--- config.mk ---
export PLATFORM = sky130hd
export DESIGN_NAME = bitclk_enable_gen
export DESIGN_NICKNAME = d
export VERILOG_FILES = /design/src/rtl/bitclk_pkg.sv /design/src/rtl/bitclk_div_clamp.sv /design/src/rtl/bitclk_half_counter.sv /design/src/rtl/bitclk_phase_ctrl.sv /design/src/rtl/bitclk_enable_gen.sv
export SDC_FILE = /design/constraint.sdc
export NUM_CORES = 1
export LEC_CHECK = 0
export ABC_CLOCK_PERIOD_IN_PS = 2800
export BUFFER_PORTS_ARGS = -buffer_cell sky130_fd_sc_hd__buf_2
export CAP_MARGIN = 15
export CORE_AREA = 10 10 53 55
export CTS_BUF_LIST = sky130_fd_sc_hd__clkbuf_4 sky130_fd_sc_hd__clkbuf_8
export CTS_CLUSTER_SIZE = 25
export DETAILED_ROUTE_END_ITERATION = 8
export DIE_AREA = 0 0 63 65
export PLACE_DENSITY = 0.81
export SETUP_SLACK_MARGIN = 0.5
export SKIP_CTS_REPAIR_TIMING = 1
export SYNTH_ARGS = -nofsm -noshare
export SYNTH_HDL_FRONTEND = slang
export SYNTH_HIERARCHICAL = 1
export SYNTH_SLANG_ARGS = --single-unit
--- constraint.sdc ---
create_clock -name clk -period 2.8 [get_ports clk]
set_clock_uncertainty 0.1 [all_clocks]
set_input_delay 0.56 -clock clk [delete_from_list [all_inputs] [get_ports clk]]
set_output_delay 0.56 -clock clk [all_outputs]
set_load 0.01 [all_outputs]
--- src/rtl/bitclk_pkg.sv ---
// Package: shared types for the bit clock enable generator.
// Assumes nothing beyond being compiled before the modules that import it.
package bitclk_pkg;
    // Phase of the generated bit clock.
    typedef enum logic [1:0] {
        PH_IDLE = 2'd0,
        PH_HIGH = 2'd1,
        PH_LOW  = 2'd2
    } phase_e;
endpackage

--- src/rtl/bitclk_div_clamp.sv ---
// Module: bitclk_div_clamp
// Maps the programmed divide value to an effective half-period length.
// Zero is forced to one, so every half period lasts at least one core cycle.
// Purely combinational; assumes the caller registers the result.
module bitclk_div_clamp #(
    parameter int DIV_W = 8
) (
    input  logic [DIV_W-1:0] raw_i,
    output logic [DIV_W-1:0] eff_o
);
    localparam logic [DIV_W-1:0] ONE = DIV_W'(1);

    // Replace a zero divide value by one.
    always_comb begin
        eff_o = (raw_i == '0) ? ONE : raw_i;
    end
endmodule

--- src/rtl/bitclk_half_counter.sv ---
// Module: bitclk_half_counter
// Free-running count of core cycles spent in the current half period.
// load_i restarts the count at 1 (the first cycle of a new half).
// clear_i parks it at 0 while idle. tick_o flags the last cycle of a half.
// Assumes limit_i is at least 1 and is held stable between loads.
module bitclk_half_counter #(
    parameter int DIV_W = 8
) (
    input  logic             clk,
    input  logic             rst_n,
    input  logic             clear_i,
    input  logic             load_i,
    input  logic [DIV_W-1:0] limit_i,
    output logic             tick_o
);
    logic [DIV_W-1:0] cnt_q;

    // Advance, restart or park the half-period count.
    always_ff @(posedge clk) begin
        if (!rst_n || clear_i) begin
            cnt_q <= '0;
        end else if (load_i) begin
            cnt_q <= DIV_W'(1);
        end else begin
            cnt_q <= cnt_q + DIV_W'(1);
        end
    end

    // Last cycle of the half: the count has reached the limit.
    always_comb begin
        tick_o = (cnt_q != '0) && (cnt_q == limit_i);
    end
endmodule

--- src/rtl/bitclk_phase_ctrl.sv ---
// Module: bitclk_phase_ctrl
// Sequences idle/high/low phases and drives the registered bit clock
// and its two edge strobes. go_high_o/go_low_o are the combinational
// decisions taken at the current edge. Assumes tick_i comes from a
// counter that go_high_o/go_low_o reload.
module bitclk_phase_ctrl
    import bitclk_pkg::*;
(
    input  logic clk,
    input  logic rst_n,
    input  logic en_i,
    input  logic tick_i,
    output logic go_high_o,
    output logic go_low_o,
    output logic bitclk_o,
    output logic launch_en_o,
    output logic sample_en_o
);
    phase_e phase_q;
    phase_e phase_d;

    // Decide the next phase and the edge events for this edge.
    always_comb begin
        phase_d   = phase_q;
        go_high_o = 1'b0;
        go_low_o  = 1'b0;
        if (!en_i) begin
            phase_d = PH_IDLE;
        end else begin
            unique case (phase_q)
                PH_IDLE: begin
                    phase_d   = PH_HIGH;
                    go_high_o = 1'b1;
                end
                PH_HIGH: begin
                    if (tick_i) begin
                        phase_d  = PH_LOW;
                        go_low_o = 1'b1;
                    end
                end
                PH_LOW: begin
                    if (tick_i) begin
                        phase_d   = PH_HIGH;
                        go_high_o = 1'b1;
                    end
                end
                default: phase_d = PH_IDLE;
            endcase
        end
    end

    // Register phase, bit clock level and the one-cycle strobes.
    always_ff @(posedge clk) begin
        if (!rst_n) begin
            phase_q     <= PH_IDLE;
            bitclk_o    <= 1'b0;
            launch_en_o <= 1'b0;
            sample_en_o <= 1'b0;
        end else begin
            phase_q     <= phase_d;
            bitclk_o    <= (phase_d == PH_HIGH);
            launch_en_o <= go_high_o;
            sample_en_o <= go_low_o;
        end
    end
endmodule

--- src/rtl/bitclk_enable_gen.sv ---
// Module: bitclk_enable_gen (top)
// Divides the core clock into a bit clock whose halves each last the
// effective divide value in core cycles, plus launch/sample strobes on
// its rising/falling edges. The divide value is captured only when the
// bit clock rises. Assumes div_i is synchronous to clk.
module bitclk_enable_gen #(
    parameter int DIV_W = 8
) (
    input  logic             clk,
    input  logic             rst_n,
    input  logic             en_i,
    input  logic [DIV_W-1:0] div_i,
    output logic             bitclk_o,
    output logic             launch_en_o,
    output logic             sample_en_o
);
    logic [DIV_W-1:0] div_eff;
    logic [DIV_W-1:0] div_lat_q;
    logic             tick;
    logic             go_high;
    logic             go_low;

    bitclk_div_clamp #(.DIV_W(DIV_W)) i_clamp (
        .raw_i (div_i),
        .eff_o (div_eff)
    );

    // Capture the divide value only at the edge that raises the bit clock.
    always_ff @(posedge clk) begin
        if (!rst_n) begin
            div_lat_q <= DIV_W'(1);
        end else if (go_high) begin
            div_lat_q <= div_eff;
        end
    end

    bitclk_half_counter #(.DIV_W(DIV_W)) i_half_cnt (
        .clk     (clk),
        .rst_n   (rst_n),
        .clear_i (!en_i),
        .load_i  (go_high || go_low),
        .limit_i (div_lat_q),
        .tick_o  (tick)
    );

    bitclk_phase_ctrl i_phase (
        .clk         (clk),
        .rst_n       (rst_n),
        .en_i        (en_i),
        .tick_i      (tick),
        .go_high_o   (go_high),
        .go_low_o    (go_low),
        .bitclk_o    (bitclk_o),
        .launch_en_o (launch_en_o),
        .sample_en_o (sample_en_o)
    );
endmodule

==> metrics.txt <==
drc violations=0; Die Width=63 microns; sequential share of power=59.4%; core area=1862 sq um; critical path capture point=i_half_cnt/cnt_q[2]; number of max-cap violations=0; Pre-antenna DRT Iters=4; clock tree sinks=21; Hold WS=0.4292 ns; Post-synth ARST share=0%; Antenna Nets Post-Route=0; Synth Area in Compound Gates=6.733%; # diodes=0; share of layout cells above drive strength 1=32.79%; count leader, synth=dfxtp_1; Die Footprint=4095 sq um; Worst Hold Path Cells=2; Reg clk slew, reported paths=0.10 ns; crit path from=i_half_cnt/cnt_q[0]; RSZ-0062 raised after global routing=true; fin crit share=84.44%; synth top area cells=dfxtp_1 42%, mux2i_1 8.0%, xnor2_1 7.9%; final wirelength=2093 microns; R2R Setup Slk=0.44 ns; sequential element share of the synthesized area=41.90%; Mapped Nets=121; fin cells=149; peak supply drop=0.0002758 V; initial antenna violation count=0; CTS Buffer Depth=2; worst slew pin tran=0.3429 ns; CTS Buf Count=3; #FFs+latches synth=21; DP HPWL=1422 microns; Power Total=0.5343 mW; DRT iter0 DRCs=21; DR vias=778; xor-xnor portion of the synthesized cell area=9.601%; worst hold-check path type=reg2reg; Tmin final=2.364 ns; CTS root buf=clkbuf_4; outcome=finished, final reports clean; largest family of logic cells by synthesized area=simple AND/OR/NAND/NOR gates; Post-Synth Adder-Cell Area=2.494%; combinational power share=13.5%; Post-Syn Instances=108; FILL cells=157; Total GRT Usage=9.403%; static leakage=0.4704 nW; Clock power frac=27.2%; EDFF count, synth=0; Cell variety after synth=27; fmax=423.0 MHz; I/O pin cnt=14; Psw=0.1243 mW; final setup TNS=0 ns; footprint of the multi-input gates=554.3 sq um; Area Growth Syn to Fin=18.58%; final-report max-slew violation count=0; CTS tree=yes; CP required=2.93 ns; Cells after DPL=139; Ys Warns=6; Mapped Area=1003 sq um; worst-path maximum fanout=7; Synth top area share=41.90%; Sw Share=23.27%; Post-Synth Simple-Gate Area=23.07%; Initial Utilization=53.90%; Crit path arrival time=2.49 ns; H-tree depth=1; DR vias/cell=5.221; commonest cells in the netlist=21 x dfxtp_1, 9 x xnor2_1, 8 x mux2i_1, 8 x nor2b_1; Reg2Reg Depth=11; die height=65 microns; Worst Setup End Kind=flop; worst r2r dst=i_half_cnt/cnt_q[2]; port bufs=13; r2r startpoint=i_half_cnt/cnt_q[0]; first-pass GRT wire length=3174 microns; Pint=0.4100 mW; largest net degree at the start of global routing=12; Final #Nets=136; Skew-Pair Late Insertion Delay=0.29 ns; mux cell area share after synthesis=7.980%; PwrDens=449.0 nW/um^2; total grt overflow=0; kind of critical path=reg2reg; placer congestion estimate=0.8405; number of global-route vias before repair=768; endpoints failing hold=0; Routed WL per cell=14.05 microns; CP Launch Type=flop; Setup-failing EPs final=0; row cnt=16; Slew headroom=77.11%; Reg area=427.9 sq um; Synth area leader=dfxtp_1; Post-synth top flop=dfxtp_1; Synth Area per Inst=9.291 sq um
==> flip-flops by register name, summed over array words and instances (netlist names) <==
| register | cells |
|---|---|
| i_phase/sample_en_o | 1 |
| i_half_cnt/cnt_q | 8 |
| i_phase/phase_q | 2 |
| i_phase/bitclk_o | 1 |
| div_lat_q | 8 |
| i_phase/launch_en_o | 1 |
==> final cells by class <==
class	count	area share, %
Timing Repair Buffer	20	9.884
Inverter	7	2.208
Multi-Input combinational cell	70	46.58
Tap cell	27	2.839
Clock buffer	4	2.524
Sequential cell	21	35.96
==> placed cells by master, fill, tap and decap left out, types with 3 or more instances in the layout <==
cell,synthesis,routed
dfxtp_1,21,19
buf_2,0,13
xnor2_1,9,9
mux2i_1,8,8
nor2b_1,8,7
buf_4,1,7
inv_1,7,5
nor2_1,6,5
nand2_1,4,4
clkbuf_4,0,4
nand4_1,3,3
o21ai_0,3,3
or3_1,3,3
a21oi_2,0,3
==> layer usage <==
| metal | vias up | track usage (%) | share of wire [%] |
|---|---|---|---|
| met4 | 0 | 5.587 | 2.0 |
| met2 | 17 | 16.24 | 49 |
| met1 | 367 | 9.794 | 45 |
| met3 | 6 | 3.093 | 4.1 |
| li1 | 388 | - | - |
| met5 | - | 0 | 0 |
==> metrics by stage <==
| step | util (%) | cell area, sq um | setup WS [ns] |
|---|---|---|---|
| 3_3_place_gp | 57.73 | 1075 | 0.5658 |
| 6_report | 63.91 | 1190 | 0.4358 |
| 5_1_grt | 63.91 | 1190 | 0.3525 |
| 3_5_place_dp | 57.73 | 1075 | 0.4960 |
| 2_1_floorplan | - | 1025 | 0.5036 |
| 4_1_cts | 59.34 | 1105 | 0.4659 |
==> worst min path at each step <==
stage                 startpoint            to
CTS                 div_lat_q[0]  div_lat_q[0]
detailed placement  div_lat_q[0]  div_lat_q[0]
global placement    div_lat_q[0]  div_lat_q[0]
floorplan           div_lat_q[0]  div_lat_q[0]
global route               rst_n  div_lat_q[0]
finish              div_lat_q[0]  div_lat_q[0]
==> logic make-up (layout without fill, tap and decap cells) <==
family / after synthesis / after routing
muxes: 8 / 8
DFF: 21 / 21
xor gates and xnor gates: 11 / 11
and+or+nand+nor: 38 / 38
adders and majority gates: 2 / 2
AOI/OAI and AO/OA: 11 / 11
buffers and inverters: 17 / 31
==> critical path: stages (launching register included) <==
cell     delay, ns
dfxtp_4       0.38
inv_2         0.06
ha_1          0.14
or4b_4        0.46
nor4_4        0.27
nor3_4        0.07
nor2b_2       0.18
nor3_2        0.07
or2_1         0.24
inv_2         0.08
nand3_4       0.13
nor2_1        0.14
==> power groups by stage <==
stage	Sequential [mW]	Clock, mW	Combinational [mW]
final	0.317	0.145	0.0719
after detailed placement	0.325	0	0.0605
after floorplan	0.324	0	0.0455
after global placement	0.324	0	0.0589
after CTS	0.318	0.151	0.0610
after global routing	0.318	0.169	0.0790
No activity file was read; power rests on OpenSTA's default activity.
